==> src/rtl/insn_pkg.sv <==
package insn_pkg;

    typedef enum logic [1:0] {
        MODE_LEGACY = 2'b00,
        MODE_IMM    = 2'b01,
        MODE_IND    = 2'b10,
        MODE_SIMPLE = 2'b11
    } am_mode_e;

    typedef struct packed {
        logic [7:0]  opcode;
        logic [2:0]  len;
        am_mode_e    mode;
        logic [3:0]  r1;
        logic [3:0]  r2;
        logic        x;
        logic        b;
        logic        p;
        logic        e;
        logic [11:0] disp;
        logic [19:0] far;
        logic [14:0] legacy;
    } insn_fields_t;

    // Length of the register-less and register-pair forms; zero otherwise.
    function automatic logic [2:0] short_len(input logic [7:0] op);
        logic [2:0] l;
        l = 3'd0;
        if (op == 8'hC0 || op == 8'hC4 || op == 8'hC8 ||
            op == 8'hF0 || op == 8'hF4 || op == 8'hF8) begin
            l = 3'd1;
        end else if (op >= 8'h90 && op <= 8'hB8 && op[1:0] == 2'b00) begin
            l = 3'd2;
        end
        return l;
    endfunction

endpackage

==> src/rtl/insn_field_decode.sv <==
module insn_field_decode
    import insn_pkg::*;
#(
    parameter int INSTR_W = 32
) (
    input  logic [INSTR_W-1:0] instr,
    output insn_fields_t       fields
);
    localparam int B0 = INSTR_W - 8;

    logic [7:0] byte0;
    logic [2:0] slen;
    logic       n_bit;
    logic       i_bit;

    assign byte0 = instr[INSTR_W-1:B0];
    assign slen  = short_len(byte0);
    assign n_bit = instr[B0+1];
    assign i_bit = instr[B0];

    always_comb begin
        fields        = '0;
        fields.x      = instr[B0-1];
        fields.b      = instr[B0-2];
        fields.p      = instr[B0-3];
        fields.e      = instr[B0-4];
        fields.disp   = instr[B0-5:B0-16];
        fields.far    = instr[B0-5:B0-24];
        fields.legacy = instr[B0-2:B0-16];
        if (slen != 3'd0) begin
            fields.opcode = byte0;
            fields.len    = slen;
            fields.mode   = MODE_SIMPLE;
            if (slen == 3'd2) begin
                fields.r1 = instr[B0-1:B0-4];
                fields.r2 = instr[B0-5:B0-8];
            end
        end else begin
            fields.opcode = {byte0[7:2], 2'b00};
            fields.mode   = am_mode_e'({n_bit, i_bit});
            if (fields.e && (n_bit || i_bit)) begin
                fields.len = 3'd4;
            end else begin
                fields.len = 3'd3;
            end
        end
    end
endmodule

==> src/rtl/insn_ta_calc.sv <==
module insn_ta_calc
    import insn_pkg::*;
#(
    parameter int ADDR_W = 20
) (
    input  insn_fields_t      fields,
    input  logic [ADDR_W-1:0] pc_val,
    input  logic [ADDR_W-1:0] base_val,
    input  logic [ADDR_W-1:0] index_val,
    output logic [ADDR_W-1:0] ta
);
    localparam int LONG_STEP = 3;

    logic signed [11:0] sdisp;
    logic [ADDR_W-1:0]  disp_u;
    logic [ADDR_W-1:0]  disp_s;
    logic [ADDR_W-1:0]  stage;
    logic [ADDR_W-1:0]  xadd;

    assign sdisp  = fields.disp;
    assign disp_u = ADDR_W'(fields.disp);
    assign disp_s = ADDR_W'(sdisp);
    assign xadd   = fields.x ? index_val : '0;

    always_comb begin
        stage = '0;
        if (fields.mode == MODE_LEGACY) begin
            stage = ADDR_W'(fields.legacy);
        end else if (fields.e) begin
            stage = ADDR_W'(fields.far);
        end else begin
            case ({fields.b, fields.p})
                2'b10:   stage = base_val + disp_u;
                2'b01:   stage = pc_val + ADDR_W'(LONG_STEP) + disp_s;
                default: stage = disp_u;
            endcase
        end
        if (fields.len < 3'd3) begin
            ta = '0;
        end else begin
            ta = stage + xadd;
        end
    end
endmodule

==> src/rtl/insn_addr_gen.sv <==
module insn_addr_gen
    import insn_pkg::*;
#(
    parameter int ADDR_W  = 20,
    parameter int INSTR_W = 32,
    parameter int PTR_BYTES = 3
) (
    input  logic               clk,
    input  logic               rst_n,
    input  logic               start,
    input  logic [INSTR_W-1:0] instr,
    input  logic [ADDR_W-1:0]  pc_val,
    input  logic [ADDR_W-1:0]  base_val,
    input  logic [ADDR_W-1:0]  index_val,
    output logic               mem_rd,
    output logic [ADDR_W-1:0]  mem_addr,
    input  logic [7:0]         mem_rdata,
    output logic               done,
    output logic [7:0]         opcode,
    output logic [2:0]         length,
    output logic [3:0]         r1,
    output logic [3:0]         r2,
    output logic [1:0]         mode,
    output logic [ADDR_W-1:0]  target
);
    localparam int CNT_W = $clog2(PTR_BYTES + 1);
    localparam logic [CNT_W-1:0] LAST = CNT_W'(PTR_BYTES - 1);

    typedef enum logic {ST_IDLE, ST_FETCH} state_e;

    typedef struct packed {
        state_e            state;
        logic [CNT_W-1:0]  cnt;
        logic [ADDR_W-1:0] ptr;
        logic              done;
        logic [7:0]        opcode;
        logic [2:0]        len;
        logic [3:0]        r1;
        logic [3:0]        r2;
        logic [1:0]        mode;
        logic [ADDR_W-1:0] target;
    } regs_t;

    insn_fields_t      dec;
    logic [ADDR_W-1:0] ta;
    regs_t             r_d;
    regs_t             r_q;

    insn_field_decode #(.INSTR_W(INSTR_W)) u_dec (
        .instr  (instr),
        .fields (dec)
    );

    insn_ta_calc #(.ADDR_W(ADDR_W)) u_ta (
        .fields    (dec),
        .pc_val    (pc_val),
        .base_val  (base_val),
        .index_val (index_val),
        .ta        (ta)
    );

    always_comb begin
        r_d      = r_q;
        r_d.done = 1'b0;
        case (r_q.state)
            ST_IDLE: begin
                if (start) begin
                    r_d.opcode = dec.opcode;
                    r_d.len    = dec.len;
                    r_d.r1     = dec.r1;
                    r_d.r2     = dec.r2;
                    r_d.mode   = dec.mode;
                    if (dec.mode == MODE_IND && dec.len >= 3'd3) begin
                        r_d.state = ST_FETCH;
                        r_d.ptr   = ta;
                        r_d.cnt   = '0;
                    end else begin
                        r_d.target = ta;
                        r_d.done   = 1'b1;
                    end
                end
            end
            ST_FETCH: begin
                r_d.target = {r_q.target[ADDR_W-9:0], mem_rdata};
                r_d.cnt    = r_q.cnt + 1'b1;
                if (r_q.cnt == LAST) begin
                    r_d.state = ST_IDLE;
                    r_d.done  = 1'b1;
                end
            end
            default: r_d.state = ST_IDLE;
        endcase
    end

    always_ff @(posedge clk) begin
        if (!rst_n) begin
            r_q <= '0;
        end else begin
            r_q <= r_d;
        end
    end

    assign mem_rd   = (r_q.state == ST_FETCH);
    assign mem_addr = r_q.ptr + ADDR_W'(r_q.cnt);
    assign done     = r_q.done;
    assign opcode   = r_q.opcode;
    assign length   = r_q.len;
    assign r1       = r_q.r1;
    assign r2       = r_q.r2;
    assign mode     = r_q.mode;
    assign target   = r_q.target;
endmodule

==> config.mk <==
export PLATFORM = sky130hd
export DESIGN_NAME = insn_addr_gen
export DESIGN_NICKNAME = d
export VERILOG_FILES = /design/src/rtl/insn_pkg.sv /design/src/rtl/insn_field_decode.sv /design/src/rtl/insn_ta_calc.sv /design/src/rtl/insn_addr_gen.sv
export SDC_FILE = /design/constraint.sdc
export NUM_CORES = 1
export LEC_CHECK = 0
export CORE_AREA = 4 4 113 126
export CTS_BUF_LIST = sky130_fd_sc_hd__clkbuf_16
export DETAILED_ROUTE_END_ITERATION = 8
export DIE_AREA = 0 0 117 130
export DONT_BUFFER_PORTS = 1
export PLACE_DENSITY = 0.64
export SYNTH_ARGS = -nofsm -noshare
export SYNTH_HDL_FRONTEND = slang
export SYNTH_SLANG_ARGS = --single-unit
==> constraint.sdc <==
create_clock -name clk -period 5.4 [get_ports clk]
set_clock_uncertainty 0.15 [all_clocks]
set_input_delay 0.54 -clock clk [delete_from_list [all_inputs] [get_ports clk]]
set_output_delay 0.54 -clock clk [all_outputs]
set_load 0.01 [all_outputs]
Yosys cells after proc, flatten, opt, wreduce, memory -nomap -nowiden
Index checks and enable logic that the tools add are counted.

Memories kept: 0. RAM bits: 0. Latch bits: 0. Register bits: 65. Memory bits (read-only): 0. Word-level logic and storage cells: 72.

Divide/modulo/power cells: 0. $add $sub $neg: 6. Eq/ne operators: 14. Reduce and logical (&&, ||, !) cells: 17. Magnitude comparators: 4. Bitwise operators: 1. Mux-type cells: 20. Shift operators: 0. $mul: 0.

Operator list (count): $mux 20 (5); $pmux 20 s2 (2); $mux 65 (1); $eq 8x8->1 const B (6); $add 20x20->20 (2); $mux 23 (1); $add 20x12->20 (1); $add 20x2->20 (1); $add 20x2->20 const B (1); $mux 8 (2); $ge 8x8->1 const B (1); $le 8x8->1 const B (1); $mux 7 (1); $eq 2x2->1 const B (3); $logic_or 1x1->1 (6); $mux 3 (2); $ne 2x2->1 const B (3); $pmux 3 s2 (1); $reduce_and 2->1 (3); $logic_and 1x1->1 (4); $logic_not 2->1 (2); $eq 3x2->1 const B (1); $ge 3x2->1 const B (1); $lt 3x2->1 const B (1); other kinds (8) (10).

Logic depth before layout (Yosys ltp)
Depth after elaboration: 16. Mapped depth: 24.

Modules after synthesis
Synthesis repeated with hierarchy kept, for this count alone.

Cells, all modules: 969. Area total of the unflattened synthesis: 7534.7 um^2.

Modules (own cells, without submodules): insn_addr_gen (cells each 391, area an instance 3472.1 um^2, times used 1); insn_ta_calc (cells each 486, area an instance 3399.5 um^2, times used 1); insn_field_decode (cells each 92, area an instance 663.1 um^2, times used 1).

Least setup slack after synthesis
OpenSTA, ideal clock, no wires.

Path kind: input -> register. Start point: input port instr[9]. End point: register r_q, in the netlist target[19]. Setup time: 0.065 ns. Data required time: 5.185 ns. Cell stages on the path: 24. Slack: 0.478 ns. Data arrival time: 4.707 ns. Path through: inv_1 -> ha_1 -> inv_1 -> ha_1 -> fa_1 -> a211oi_1 -> o21bai_2 -> o221ai_2 -> o21bai_1 -> a21oi_1 -> xnor2_1 -> o21ai_0 -> a221oi_1 -> a21oi_1 -> ha_1 -> nand4_1 -> nor2_1 -> o211ai_1 -> o211ai_1 -> a211o_1 -> a21oi_2 -> xnor3_1 -> o21a_1 -> nor2_1.

Longest elaborated chain between the ends: 9. Elaborated cells between the ends (all ways): 10. Those cells by class: add/sub (3); mux (7).

RTL lines: start: declaration (RTL line insn_addr_gen.sv:11) `input logic [INSTR_W-1:0] instr,`; $add 20x20->20 or $add 20x12->20 (tied branches) (RTL line insn_ta_calc.sv:34, insn_ta_calc.sv:33); $pmux 20 s2 (RTL line insn_ta_calc.sv:32) `case ({fields.b, fields.p})`; $mux 20 (RTL line insn_ta_calc.sv:29) `end else if (fields.e) begin`; $mux 20 * (RTL line insn_ta_calc.sv:27) `if (fields.mode == MODE_LEGACY) begin`; $add 20x20->20 * (RTL line insn_ta_calc.sv:41) `ta = stage + xadd;`; $mux 20 * (RTL line insn_ta_calc.sv:38) `if (fields.len < 3'd3) begin`; $mux 20 * (RTL line insn_addr_gen.sv:73) `if (dec.mode == MODE_IND && dec.len >= 3'd3) begin`; $mux 65 * (RTL line insn_addr_gen.sv:67) `if (start) begin`; $pmux 20 s2 * (RTL line insn_addr_gen.sv:65) `case (r_q.state)`; end signal: assignment (RTL line insn_addr_gen.sv:99) `r_q <= r_d;`; end: declaration (RTL line insn_addr_gen.sv:47) `regs_t r_q;`.

Every way passes the cells marked *; elsewhere a longest branch is shown, timed or not. The select of a mux whose other input is x is not followed. A chain may end at the register's enable or synchronous reset.

Final worst setup path
Same ends and word-level chain as after synthesis.

==> results.json <==
{
  "outcome": "completed",
  "vias": 5813,
  "synthCells": 820,
  "drcViolationCount": 0,
  "ant_nets": 0,
  "grt_start_max_net_pins": 39,
  "max_slew_margin_pct": 49.3,
  "drt_pass1_iterations": 8,
  "syn-mean-instance-area_um2": 7.82,
  "synth_ff_type": "dfxtp_1",
  "async_flop_share_pct": 0,
  "wl_per_cell_um": 20.2,
  "cp_data_required_time_ns": 5.51,
  "drt-total-wl_um": 18900,
  "drv_cap": 0,
  "area_delta_synth_final_pct": 2.03,
  "total_leakage_power_nw": 2.78,
  "ys_seq_elements": 65,
  "cts_buffers": 9,
  "critPathArrivalTime_ns": 5.07,
  "final.min_clock_period_ns": 4.97,
  "cts_resized": 0,
  "syn_area_um2": 6410,
  "gp_congestion": 0.902,
  "worstPathMaxFanout": 4,
  "use_met1_pct": 28.6,
  "synth_seq_area_share_pct": 20.3,
  "cp-start-kind": "input port",
  "core-area_um2": 13000,
  "fin_crit_sh_pct": 92.0,
  "grt_pass1_wl_um": 29400,
  "tns_ns": 0,
  "synth_edf_count": 0,
  "placedInstanceArea_um2": 6250,
  "final_nets": 950,
  "grt_antenna_before_repair": 4,
  "cts_buffer_depth": 2,
  "htreeDepth": 3,
  "clk_latency_ns": 0.33,
  "worstRegToRegCells": 6,
  "busiest_layer": "met2",
  "finalMaxSlewViolations": 0,
  "syn_nets": 1001,
  "dieArea_um2": 15200,
  "first_iter_violations": 372,
  "io_pins": 166,
  "start_util_pct": 49.3,
  "hold_violations": 0,
  "cts_tree": "done",
  "critical_path_class": "input port to flip-flop",
  "reg2reg_slack_ns": 2.72,
  "fmax_mhz": 201,
  "fin_area_um2": 6540,
  "use_met2_pct": 41.3,
  "dp_hpwl_um": 15400,
  "core.rowCount": 44,
  "hold_path.class": "input port to flip-flop",
  "viasPerCell": 6.20,
  "drive_above_1_share_pct": 4.66,
  "rsz0062_at_grt": "no",
  "yosys_warnings": 0,
  "ctsHoldBuffers": 0,
  "crit_path_end_kind": "flip-flop",
  "setup_violations": 0,
  "use_met3_pct": 6.63,
  "tightestPinTransition_ns": 0.758,
  "gr-total-overflow": 0,
  "ir_worst_vdd_v": 0.000139,
  "io_buffer_count": 0,
  "cts_num_sinks": 65,
  "dieHeight_um": 130,
  "hold_depth": 1,
  "final_cell_mix": "a21oi_1 (83), nor2_1 (82), ha_1 (74), nand2_1 (71), dfxtp_1 (65)",
  "synth_cell_types": 65,
  "cts_setup_buffers": 0,
  "powerDensity_nw_per_um2": 258,
  "chipWidth_um": 117,
  "layout_commonest_cell": "a21oi_1",
  "clockRootBuffer": "clkbuf_16",
  "grt_pass1_vias": 5677,
  "grt_use_total_pct": 24.4,
  "clkTransAtPathRegs_ns": 0.05
}
cell type report:
| class | count | area, um^2 |
|---|---|---|
| Timing Repair Buffer | 8 | 60.1 |
| Antenna cell | 4 | 10.0 |
| Inverter | 31 | 116 |
| Multi-Input combinational cell | 654 | 4570 |
| Clock inverter | 6 | 51.3 |
| Clock buffer | 9 | 225 |
| Tap cell | 161 | 201 |
| Sequential cell | 65 | 1300 |
| Fill cell | 1282 | 6450 |
state kept, by name, indices dropped and copies added (netlist names):
signal	flops
mode	2
opcode	8
length	3
target	20
r_q	22
mem_rd	1
done	1
r2	4
r1	4
path summary, 6_finish.rpt:
check,from,end
hold / removal,rst_n,r_q[60]$_SDFFE_PN0P_
hold reg to reg,r_q[42]$_SDFFE_PN0P_,r_q[42]$_SDFFE_PN0P_
setup reg to reg,mem_rd$_SDFF_PN0_,target[5]$_SDFFE_PN0P_
setup / recovery,instr[9],target[19]$_SDFFE_PN0P_
synthesized netlist by cell type (9+ instances only):
| master | count | area, um^2 |
|---|---|---|
| a211oi_1 | 10 | 75.1 |
| a222oi_1 | 9 | 90.1 |
| xnor2_1 | 41 | 359 |
| a21o_1 | 20 | 150 |
| inv_1 | 30 | 113 |
| dfxtp_1 | 65 | 1300 |
| a21oi_1 | 83 | 415 |
| nor2_1 | 82 | 308 |
| mux2i_1 | 9 | 90.1 |
| buf_4 | 41 | 308 |
| a22oi_1 | 19 | 143 |
| clkbuf_1 | 27 | 101 |
| ha_1 | 74 | 926 |
| o21bai_1 | 15 | 113 |
| xor2_1 | 27 | 236 |
| nand2_1 | 71 | 267 |
| o21ai_0 | 32 | 160 |
| nand3_1 | 17 | 85.1 |
| and2_1 | 25 | 156 |
| and3_1 | 13 | 81.3 |
worst max-delay path, cell delays in order:
cell      delay [ns]
inv_1           0.04
ha_1            0.27
inv_1           0.04
ha_1            0.20
fa_1            0.42
a211oi_1        0.34
o21bai_2        0.14
o221ai_2        0.19
o21bai_1        0.08
a21oi_1         0.18
xnor2_1         0.14
o21ai_0         0.09
a221oi_1        0.31
a21oi_1         0.08
ha_1            0.35
nand4_1         0.17
nor2_1          0.07
o211ai_1        0.08
o211ai_1        0.18
a211o_1         0.30
a21oi_2         0.13
xnor3_1         0.44
o21a_1          0.20
nor2_1          0.09
metrics by stage:
| step | util [%] | total power [W] | std cells | worst slack [ns] | hold WS, ns |
|---|---|---|---|---|---|
| 4_1_cts | 50.3 | 0.00169 | 934 | 0.418 | 0.176 |
| 6_report | 50.3 | 0.00169 | 938 | 0.434 | 0.190 |
| 3_3_place_gp | 48.1 | 0.00114 | 919 | 0.271 | 0.315 |
| 2_1_floorplan | - | 0.00103 | 820 | 0.478 | 0.287 |
| 5_1_grt | 50.3 | 0.00179 | 935 | 0.138 | 0.186 |
| 3_5_place_dp | 48.1 | 0.00114 | 919 | 0.0947 | 0.319 |
cell families after synthesis:
| family | synth area share [%] |
|---|---|
| AND/OR/NAND/NOR | 19.2 |
| AO/OA/AOI/OAI | 25.3 |
| buffers and inverters | 8.33 |
| adder cells (fa/ha/maj) | 15.7 |
| XOR/XNOR | 9.64 |
| flip-flops | 20.3 |
| multiplexers | 1.58 |
report_power, final:
part,internal (W),leakage [nW],switching [W]
clock,0.000348,0.141,0.000201
sequential,0.000510,0.530,0.0000380
combinational,0.000240,2.11,0.000354
metal layers:
metal	vias up	wire [um]
li1	2822	-
met1	2671	7480
met2	265	9070
met3	55	1660
met4	0	731
met5	-	0
Power figures use the tool's default switching activity.
